`src/rtl/dtc_pkg.sv`:
```
// Shared types and helpers for the DRAM timing calculator.
// Assumes refresh codes arrive as raw bytes; only the low nibble is meaningful.
package dtc_pkg;
    typedef enum logic [1:0] {ST_IDLE, ST_ISSUE, ST_WAIT, ST_FIN} dtc_state_e;

    localparam int N_PARAMS = 5;
    localparam int IX_RAS   = 0;
    localparam int IX_RP    = 1;
    localparam int IX_RCD   = 2;
    localparam int IX_RRD   = 3;
    localparam int IX_RFC   = 4;

    // Refresh rate lookup: low nibble clamped to 5
    function automatic logic [7:0] refresh_rate(input logic [7:0] raw);
        logic [7:0] code;
        code = raw & 8'h0F;
        case (code)
            8'd0:    refresh_rate = 8'd15;
            8'd1:    refresh_rate = 8'd3;
            8'd2:    refresh_rate = 8'd7;
            8'd3:    refresh_rate = 8'd31;
            8'd4:    refresh_rate = 8'd62;
            default: refresh_rate = 8'd125;
        endcase
    endfunction
endpackage

```
`src/rtl/dtc_worst.sv`:
```
// Worst-case selector for one timing parameter across two slots.
// Assumes an all-ones byte marks an absent value, which is treated as zero.
module dtc_worst #(
    parameter int W = 8
) (
    input  logic [W-1:0] a,
    input  logic [W-1:0] b,
    output logic [W-1:0] y
);
    logic [W-1:0] a_eff;
    logic [W-1:0] b_eff;

    // Replace absent markers with zero, then take the larger value
    always_comb begin
        a_eff = (a == {W{1'b1}}) ? '0 : a;
        b_eff = (b == {W{1'b1}}) ? '0 : b;
        y     = (a_eff > b_eff) ? a_eff : b_eff;
    end
endmodule

```
`src/rtl/dtc_ceil_div.sv`:
```
// Bit-serial restoring divider by a constant, rounding the quotient up.
// Takes NUM_W cycles after go; fin pulses one cycle with quo valid in that cycle.
// Assumes go is not raised while a division is in progress.
module dtc_ceil_div #(
    parameter int NUM_W   = 17,
    parameter int DIVISOR = 1000
) (
    input  logic             clk,
    input  logic             rst_n,
    input  logic             go,
    input  logic [NUM_W-1:0] num,
    output logic             fin,
    output logic [NUM_W-1:0] quo
);
    localparam int REM_W = $clog2(DIVISOR) + 1;
    localparam int CNT_W = $clog2(NUM_W + 1);
    localparam logic [REM_W-1:0] DIV_V = REM_W'(DIVISOR);

    logic [NUM_W-1:0] sh_q;
    logic [NUM_W-1:0] q_q;
    logic [REM_W-1:0] rem_q;
    logic [CNT_W-1:0] cnt_q;
    logic             active_q;
    logic [REM_W-1:0] trial;

    // Next partial remainder: shift in the next dividend bit
    always_comb trial = {rem_q[REM_W-2:0], sh_q[NUM_W-1]};

    // One quotient bit per cycle while active
    always_ff @(posedge clk) begin
        if (!rst_n) begin
            sh_q     <= '0;
            q_q      <= '0;
            rem_q    <= '0;
            cnt_q    <= '0;
            active_q <= 1'b0;
            fin      <= 1'b0;
        end else begin
            fin <= 1'b0;
            if (go) begin
                sh_q     <= num;
                q_q      <= '0;
                rem_q    <= '0;
                cnt_q    <= CNT_W'(NUM_W);
                active_q <= 1'b1;
            end else if (active_q) begin
                if (trial >= DIV_V) begin
                    rem_q <= trial - DIV_V;
                    q_q   <= {q_q[NUM_W-2:0], 1'b1};
                end else begin
                    rem_q <= trial;
                    q_q   <= {q_q[NUM_W-2:0], 1'b0};
                end
                sh_q  <= sh_q << 1;
                cnt_q <= cnt_q - 1'b1;
                if (cnt_q == CNT_W'(1)) begin
                    active_q <= 1'b0;
                    fin      <= 1'b1;
                end
            end
        end
    end

    // Round up on any nonzero remainder
    always_comb quo = q_q + NUM_W'(rem_q != '0);

    AST_REM_BELOW_DIV: assert property (@(posedge clk) disable iff (!rst_n)
        rem_q < DIV_V);
    AST_FIN_ENDS_RUN: assert property (@(posedge clk) disable iff (!rst_n)
        fin |-> !active_q);
endmodule

```
`src/rtl/dram_timing_calc.sv`:
```
// DRAM timing parameter calculator: turns two slots' timing bytes into
// controller clock counts with one shared multiplier and divider.
// Assumes start is a single-cycle strobe; results are valid at done and
// held until the next calculation completes.
module dram_timing_calc #(
    parameter int SPD_W     = 8,
    parameter int BUS_W     = 10,
    parameter int RAS_W     = 4,
    parameter int RP_W      = 3,
    parameter int RCD_W     = 3,
    parameter int RRD_W     = 3,
    parameter int RC_W      = 4,
    parameter int RFC_W     = 5,
    parameter int WTR_W     = 3,
    parameter int REFI_W    = 16,
    parameter int NS_DIV    = 1000,
    parameter int WTR_LIMIT = 198,
    parameter int REFI_SHIFT = 4
) (
    input  logic              clk,
    input  logic              rst_n,
    input  logic              start,
    input  logic [BUS_W-1:0]  bus_mhz,
    input  logic [SPD_W-1:0]  s0_tras,
    input  logic [SPD_W-1:0]  s1_tras,
    input  logic [SPD_W-1:0]  s0_trp,
    input  logic [SPD_W-1:0]  s1_trp,
    input  logic [SPD_W-1:0]  s0_trcd,
    input  logic [SPD_W-1:0]  s1_trcd,
    input  logic [SPD_W-1:0]  s0_trrd,
    input  logic [SPD_W-1:0]  s1_trrd,
    input  logic [SPD_W-1:0]  s0_trfc,
    input  logic [SPD_W-1:0]  s1_trfc,
    input  logic [SPD_W-1:0]  s0_refr,
    input  logic [SPD_W-1:0]  s1_refr,
    output logic              done,
    output logic [RAS_W-1:0]  act2pre,
    output logic [RP_W-1:0]   pre2act,
    output logic [RCD_W-1:0]  act2cmd,
    output logic [RRD_W-1:0]  act2act,
    output logic [RC_W-1:0]   row_cycle,
    output logic [RFC_W-1:0]  ref2act,
    output logic [WTR_W-1:0]  wr2rd,
    output logic [REFI_W-1:0] ref_interval
);
    import dtc_pkg::*;

    localparam int PROD_W = SPD_W + BUS_W;
    localparam int IDX_W  = $clog2(N_PARAMS);
    localparam int SUM_W  = RC_W + 1;

    logic [SPD_W-1:0] slot_a [N_PARAMS];
    logic [SPD_W-1:0] slot_b [N_PARAMS];
    logic [SPD_W-1:0] w_in   [N_PARAMS];
    logic [SPD_W-1:0] w_r    [N_PARAMS];
    logic [BUS_W-1:0] mem_r;
    logic [SPD_W-1:0] rate_r;
    logic [SPD_W-1:0] rate0;
    logic [SPD_W-1:0] rate1;
    logic [IDX_W-1:0] idx_q;
    dtc_state_e       state_q;
    logic [SPD_W-1:0] mul_op;
    logic [PROD_W-1:0] prod;
    logic             div_go;
    logic             div_fin;
    logic [PROD_W-1:0] quo;
    logic [RC_W-1:0]  rc_now;

    // Gather slot bytes into arrays for the selector bank
    always_comb begin
        slot_a[IX_RAS] = s0_tras;  slot_b[IX_RAS] = s1_tras;
        slot_a[IX_RP]  = s0_trp;   slot_b[IX_RP]  = s1_trp;
        slot_a[IX_RCD] = s0_trcd;  slot_b[IX_RCD] = s1_trcd;
        slot_a[IX_RRD] = s0_trrd;  slot_b[IX_RRD] = s1_trrd;
        slot_a[IX_RFC] = s0_trfc;  slot_b[IX_RFC] = s1_trfc;
    end

    for (genvar g = 0; g < N_PARAMS; g++) begin : g_worst
        dtc_worst #(.W(SPD_W)) u_worst (
            .a (slot_a[g]),
            .b (slot_b[g]),
            .y (w_in[g])
        );
    end

    // Faster refresh rate of the two slots
    always_comb begin
        rate0 = refresh_rate(s0_refr);
        rate1 = refresh_rate(s1_refr);
    end

    // Shared multiplier operand: quarter-ns fields are scaled, refresh rate in final step
    always_comb begin
        if (state_q == ST_FIN)
            mul_op = rate_r;
        else if (idx_q == IDX_W'(IX_RAS) || idx_q == IDX_W'(IX_RFC))
            mul_op = w_r[idx_q];
        else
            mul_op = w_r[idx_q] >> 2;
        prod = PROD_W'(mul_op) * PROD_W'(mem_r);
    end

    // Row cycle from the two stored fields
    always_comb rc_now = RC_W'(SUM_W'(act2pre) + SUM_W'(pre2act));

    dtc_ceil_div #(.NUM_W(PROD_W), .DIVISOR(NS_DIV)) u_div (
        .clk   (clk),
        .rst_n (rst_n),
        .go    (div_go),
        .num   (prod),
        .fin   (div_fin),
        .quo   (quo)
    );

    // Sequencer: capture, convert each field in turn, then finish
    always_ff @(posedge clk) begin
        if (!rst_n) begin
            state_q      <= ST_IDLE;
            idx_q        <= '0;
            mem_r        <= '0;
            rate_r       <= '0;
            div_go       <= 1'b0;
            done         <= 1'b0;
            act2pre      <= '0;
            pre2act      <= '0;
            act2cmd      <= '0;
            act2act      <= '0;
            row_cycle    <= '0;
            ref2act      <= '0;
            wr2rd        <= '0;
            ref_interval <= '0;
            for (int i = 0; i < N_PARAMS; i++) w_r[i] <= '0;
        end else begin
            done   <= 1'b0;
            div_go <= 1'b0;
            case (state_q)
                ST_IDLE: if (start) begin
                    for (int i = 0; i < N_PARAMS; i++) w_r[i] <= w_in[i];
                    mem_r   <= bus_mhz >> 1;
                    rate_r  <= (rate0 < rate1) ? rate0 : rate1;
                    idx_q   <= '0;
                    state_q <= ST_ISSUE;
                end
                ST_ISSUE: begin
                    if (idx_q == IDX_W'(IX_RFC) && w_r[IX_RFC] == '0) begin
                        ref2act <= RFC_W'(rc_now) + RFC_W'(1);
                        state_q <= ST_FIN;
                    end else begin
                        div_go  <= 1'b1;
                        state_q <= ST_WAIT;
                    end
                end
                ST_WAIT: if (div_fin) begin
                    case (idx_q)
                        IDX_W'(IX_RAS): act2pre <= RAS_W'(quo);
                        IDX_W'(IX_RP):  pre2act <= RP_W'(quo);
                        IDX_W'(IX_RCD): act2cmd <= RCD_W'(quo);
                        IDX_W'(IX_RRD): act2act <= RRD_W'(quo);
                        default:        ref2act <= RFC_W'(quo);
                    endcase
                    if (idx_q == IDX_W'(IX_RFC)) begin
                        state_q <= ST_FIN;
                    end else begin
                        idx_q   <= idx_q + 1'b1;
                        state_q <= ST_ISSUE;
                    end
                end
                default: begin
                    row_cycle    <= rc_now;
                    wr2rd        <= (mem_r > BUS_W'(WTR_LIMIT)) ? WTR_W'(2) : WTR_W'(1);
                    ref_interval <= REFI_W'(prod >> REFI_SHIFT);
                    done         <= 1'b1;
                    state_q      <= ST_IDLE;
                end
            endcase
        end
    end

    AST_DONE_SINGLE: assert property (@(posedge clk) disable iff (!rst_n)
        done |=> !done);
    AST_WTR_LEGAL: assert property (@(posedge clk) disable iff (!rst_n)
        done |-> (wr2rd == WTR_W'(1) || wr2rd == WTR_W'(2)));
    AST_RC_MATCHES: assert property (@(posedge clk) disable iff (!rst_n)
        done |-> row_cycle == RC_W'(SUM_W'(act2pre) + SUM_W'(pre2act)));
    AST_BUSY_IGNORES_START: assert property (@(posedge clk) disable iff (!rst_n)
        (state_q != ST_IDLE && start) |=> $stable(mem_r) && $stable(rate_r));
    AST_HOLD_RESULTS: assert property (@(posedge clk) disable iff (!rst_n)
        (state_q == ST_IDLE && !start) |=> $stable(ref_interval) && $stable(row_cycle));
endmodule

```
`config.mk`:
```
export PLATFORM = sky130hd
export DESIGN_NAME = dram_timing_calc
export DESIGN_NICKNAME = d
export VERILOG_FILES = /design/src/rtl/dtc_pkg.sv /design/src/rtl/dtc_worst.sv /design/src/rtl/dtc_ceil_div.sv /design/src/rtl/dram_timing_calc.sv
export SDC_FILE = /design/constraint.sdc
export NUM_CORES = 1
export LEC_CHECK = 0
export BUFFER_PORTS_ARGS = -buffer_cell sky130_fd_sc_hd__buf_2
export CAP_MARGIN = 20
export CORE_MARGIN = 2
export CORE_UTILIZATION = 55
export CTS_CLUSTER_DIAMETER = 100
export DETAILED_ROUTE_END_ITERATION = 8
export GPL_TIMING_DRIVEN = 0
export PLACE_DENSITY = 0.88
export SETUP_SLACK_MARGIN = 0.02
export SLEW_MARGIN = 25
export SYNTH_ARGS = -nofsm -noshare
export SYNTH_HDL_FRONTEND = slang
export SYNTH_SLANG_ARGS = --single-unit
```
`constraint.sdc`:
```
create_clock -name clk -period 7.3 [get_ports clk]
set_input_delay 1.095 -clock clk [delete_from_list [all_inputs] [get_ports clk]]
set_output_delay 1.095 -clock clk [all_outputs]
set_load 0.01 [all_outputs]
```
==> summary.md <==
| Metric | Value |
|---|---|
| Status | complete, no violations |
| Die X-Extent | 147.3 µm |
| Max incr delay on CP | between 500 and 600 ps |
| Critical Path RT | 7630 ps |
| Largest family of logic cells by synthesized area | simple AND/OR/NAND/NOR gates |
| Post-synth top cells | nand2_1, dfxtp_1, ha_1 |
| I/O pin count | 151 |
| Fmax | 155.7 MHz |
| Die ar. | 21,710 µm² |
| XOR/XNOR Fraction of Synth Area | 1.395% |
| Worst min-delay path category | reg -> reg |
| Final setup skew | 9.772 ps |
| Psw | approximately 0.00070 W |
| Port Buf Inserts | 137 |
| Simple-gate share of the synthesized area | 24.21% |
| Sink Count | 144 |
| Slowest CP cell | o21ai_1 |
| Number of synthesized flops with an enable pin | 40 |
| Startpoint Class | flip-flop |
| Yosys reg bits | 144 |
| CP top delay family | adder cells |
| Cts hold-fix bufs | 0 |
| Via count | 10,400 |
| Routed WL | 29.39 mm |
| Clk buf depth | 2 |
| Detail Route Antenna Nets | 0 |
| Clk slew on worst S/H paths | 70 ps |
| Gate power share | 21.0% |
| DR WL/cell | ~17 µm |
| Netlist cell types | 64 |
| Slew @ Worst Pin | just over 800 ps |
| Avg Cell Area, Syn | approximately 9 µm² |
| Final HPWL DP | 22.42 mm |
| Maximum fanout along the worst path | 10 |
| Share of post-route cells with drive strength above 1 | 14.57% |
| Min-delay src | row_cycle[0] |
| Pin count of the biggest net entering global routing | 41 |
| Count of nets after finishing | around 1,700 |
| Yosys top cell area share | between 10% and 20% |
| Postcts setup bufs | 0 |
| First-pass GRT wire length | around 48 mm |
| Antenna violations before repair | 0 |
| VDD IR max | 0.0001368 V |
| Mux share of post-synthesis cell area | roughly a tenth |
| Crit Path Class | reg -> reg |
| Post-Syn Area | 11,300 µm² |
| # rows | 52 |
| Crit. Startpoint | idx_q[0] |
| Sequential area share after synthesis | 29.06% |
| P per Cell Area | 174.2 nW/µm² |
| Post-synthesis compound-gate area fraction | a little under an eighth |
| Int Pwr | 0.001551 W |
| Vias in the first global route | ~10,000 |
| CTS tree | yes |
| DRT iter0 DRCs | between 700 and 800 |
| Vias per Instance | 6.048 |
| Most used DFF post-synth | dfxtp_1 |
| Synth Area in Adders | 18.69% |
| Ys Warns | 0 |
| Worst path buffer plus inverter count | 6 |
| DR DRC count | 0 |
| RR Startpoint | idx_q[0] |
| Net Sw Frac | 31.09% |
| Synth async-reset ratio | 0% |
| Area delta synth->final | 14.35% |
| Leak pwr | 5.790 nW |
| Area contributors post-synth | dfxtp_1, ha_1, edfxtp_1, fa_1, mux2i_1 |
| Starting Density | 56.02% |
| Yosys top cell by area | dfxtp_1 |
| Slew HR | 45.83% |
| Gr usage total | 27.39% |
| Maxcap violations | 0 |
| CTS Buf Count | 17 |
| Final count of pins violating max slew | 0 |
| Critical Path AT | 6750 ps |
| Seq pwr share | between 30% and 40% |
| Cell mode on critical path | fa_1 |
| # resized after CTS | 0 |
| Crit-path cells | inv_1, ha_1, buf_2, buf_1, nand2_1, o21ai_1, and2_1, fa_1, fa_1, fa_1, inv_1, fa_1, inv_1, ha_1, clkbuf_1, a21o_1, a31oi_1, nand2_1, o211a_1, a311oi_1 |
| Root Buffer | clkbuf_16 |
| Total negative slack | 0 ps |
| Final worst-path cycle share | about 90% |
| Clock Latency Late Sink | 440 ps |
| RSZ-0062 raised after global routing | no |
| CORE AREA | ~20,000 µm² |
| Critical path capture point type | flip-flop |
| GPL Wtd Cong | 0.9326 |
| Fin crit period | about 6400 ps |
| Initial DRT Pass Iterations | 6 |
| Cells after DPL | 1,686 |
| Hold Violations, Final | 0 |
| Clk pwr share | between 30% and 40% |
| Final Instance Count excl. Fillers | approximately 1,700 |
| Max H-tree Level | 4 |
| Congestion Overflow GR | 0 |
| Mapped Cells | 1,276 |
| Final setup viols | 0 |
| Cell with the most instances after synthesis | nand2_1 |
| Die H | 147.3 µm |
## final cells by class
class | instances | area (µm²)
diodes | 1 | 2.502
plain buffers | 67 | 270.3
clock buffers | 18 | 439.2
clock inverters | 14 | 145.1
fillers | 1583 | 7248
inverters | 72 | 270.3
multi-input cells | 996 | 7487
flip-flops and latches | 144 | 3283
well taps | 270 | 337.8
repair buffers | 137 | 685.7
## logic make-up (layout without fill, tap and decap cells)
kind of cell,count (synthesis),after routing
multiplexers,93,93
buffers and inverters,139,308
other,1,5
AND/OR/NAND/NOR,544,544
flip-flops,144,144
adder cells (fa/ha/maj),143,143
AO/OA/AOI/OAI,194,194
XOR/XNOR,18,18
## cell usage in the layout (no fill, tap or decap), drive strengths merged, types with 17 or more instances in the layout
cell type,count
nor2b,92
clkbuf,67
edfxtp,40
nand3,37
dfxtp,104
and2,28
o21ai,38
mux2i,74
ha,100
nor3,17
nor2,86
a21oi,53
nand2,176
inv,81
nand4,39
fa,43
buf,155
a211oi,20
## state kept, by name (all words and copies together) (netlist names), 5 cells and up, named ones only
name / cells
mem_r: 9
rate_r: 7
ref2act: 5
ref_interval: 13
u_div.cnt_q: 5
u_div.q_q: 5
u_div.rem_q: 11
u_div.sh_q: 18
w_r: 40
## per-stage QoR
step	power [W]	cell area (µm²)	worst slack (ps)	utilization, %	hold WS [ps]
4_1_cts	0.002241	12920	1010	64.05	456.4
6_report	0.002250	12920	878.6	64.06	454.5
3_3_place_gp	0.001352	12330	1197	61.15	444.7
2_1_floorplan	0.001229	11310	1603	-	436.7
3_5_place_dp	0.001377	12330	1031	61.15	448.3
5_1_grt	0.002337	12920	628.0	64.05	475.6
## routing by layer
metal  track usage (%)  part of all wire, %
met5                 0                    0
met3             4.752                  6.3
met2             48.53                   50
met4             13.85                  4.5
met1             31.91                   39
## power by group through the flow
stage          sequential [W]  clock, W  combinational (W)
3_3_place_gp         0.000912         0           0.000441
5_1_grt              0.000901  0.000908           0.000528
6_report             0.000899  0.000878           0.000473
4_1_cts              0.000898  0.000875           0.000468
3_5_place_dp         0.000914         0           0.000463
2_1_floorplan        0.000901         0           0.000328
## path summary, 6_finish.rpt
kind	endpoint	slack, ps	cells after the start
worst max-delay path	u_div.sh_q[16]	880	20
worst min-delay path	row_cycle[0]	450	2
worst max register to register	u_div.sh_q[16]	880	20
worst min register to register	row_cycle[0]	450	2
## worst min-delay path, delay by kind of cell (launching register included)
| kind | cells | cell delay, ps |
|---|---|---|
| DFF | 1 | 310 |
| and+or+nand+nor | 1 | 50 |
| AOI/OAI and AO/OA | 1 | 50 |
Note: power is estimated with default switching activity, not from simulation.
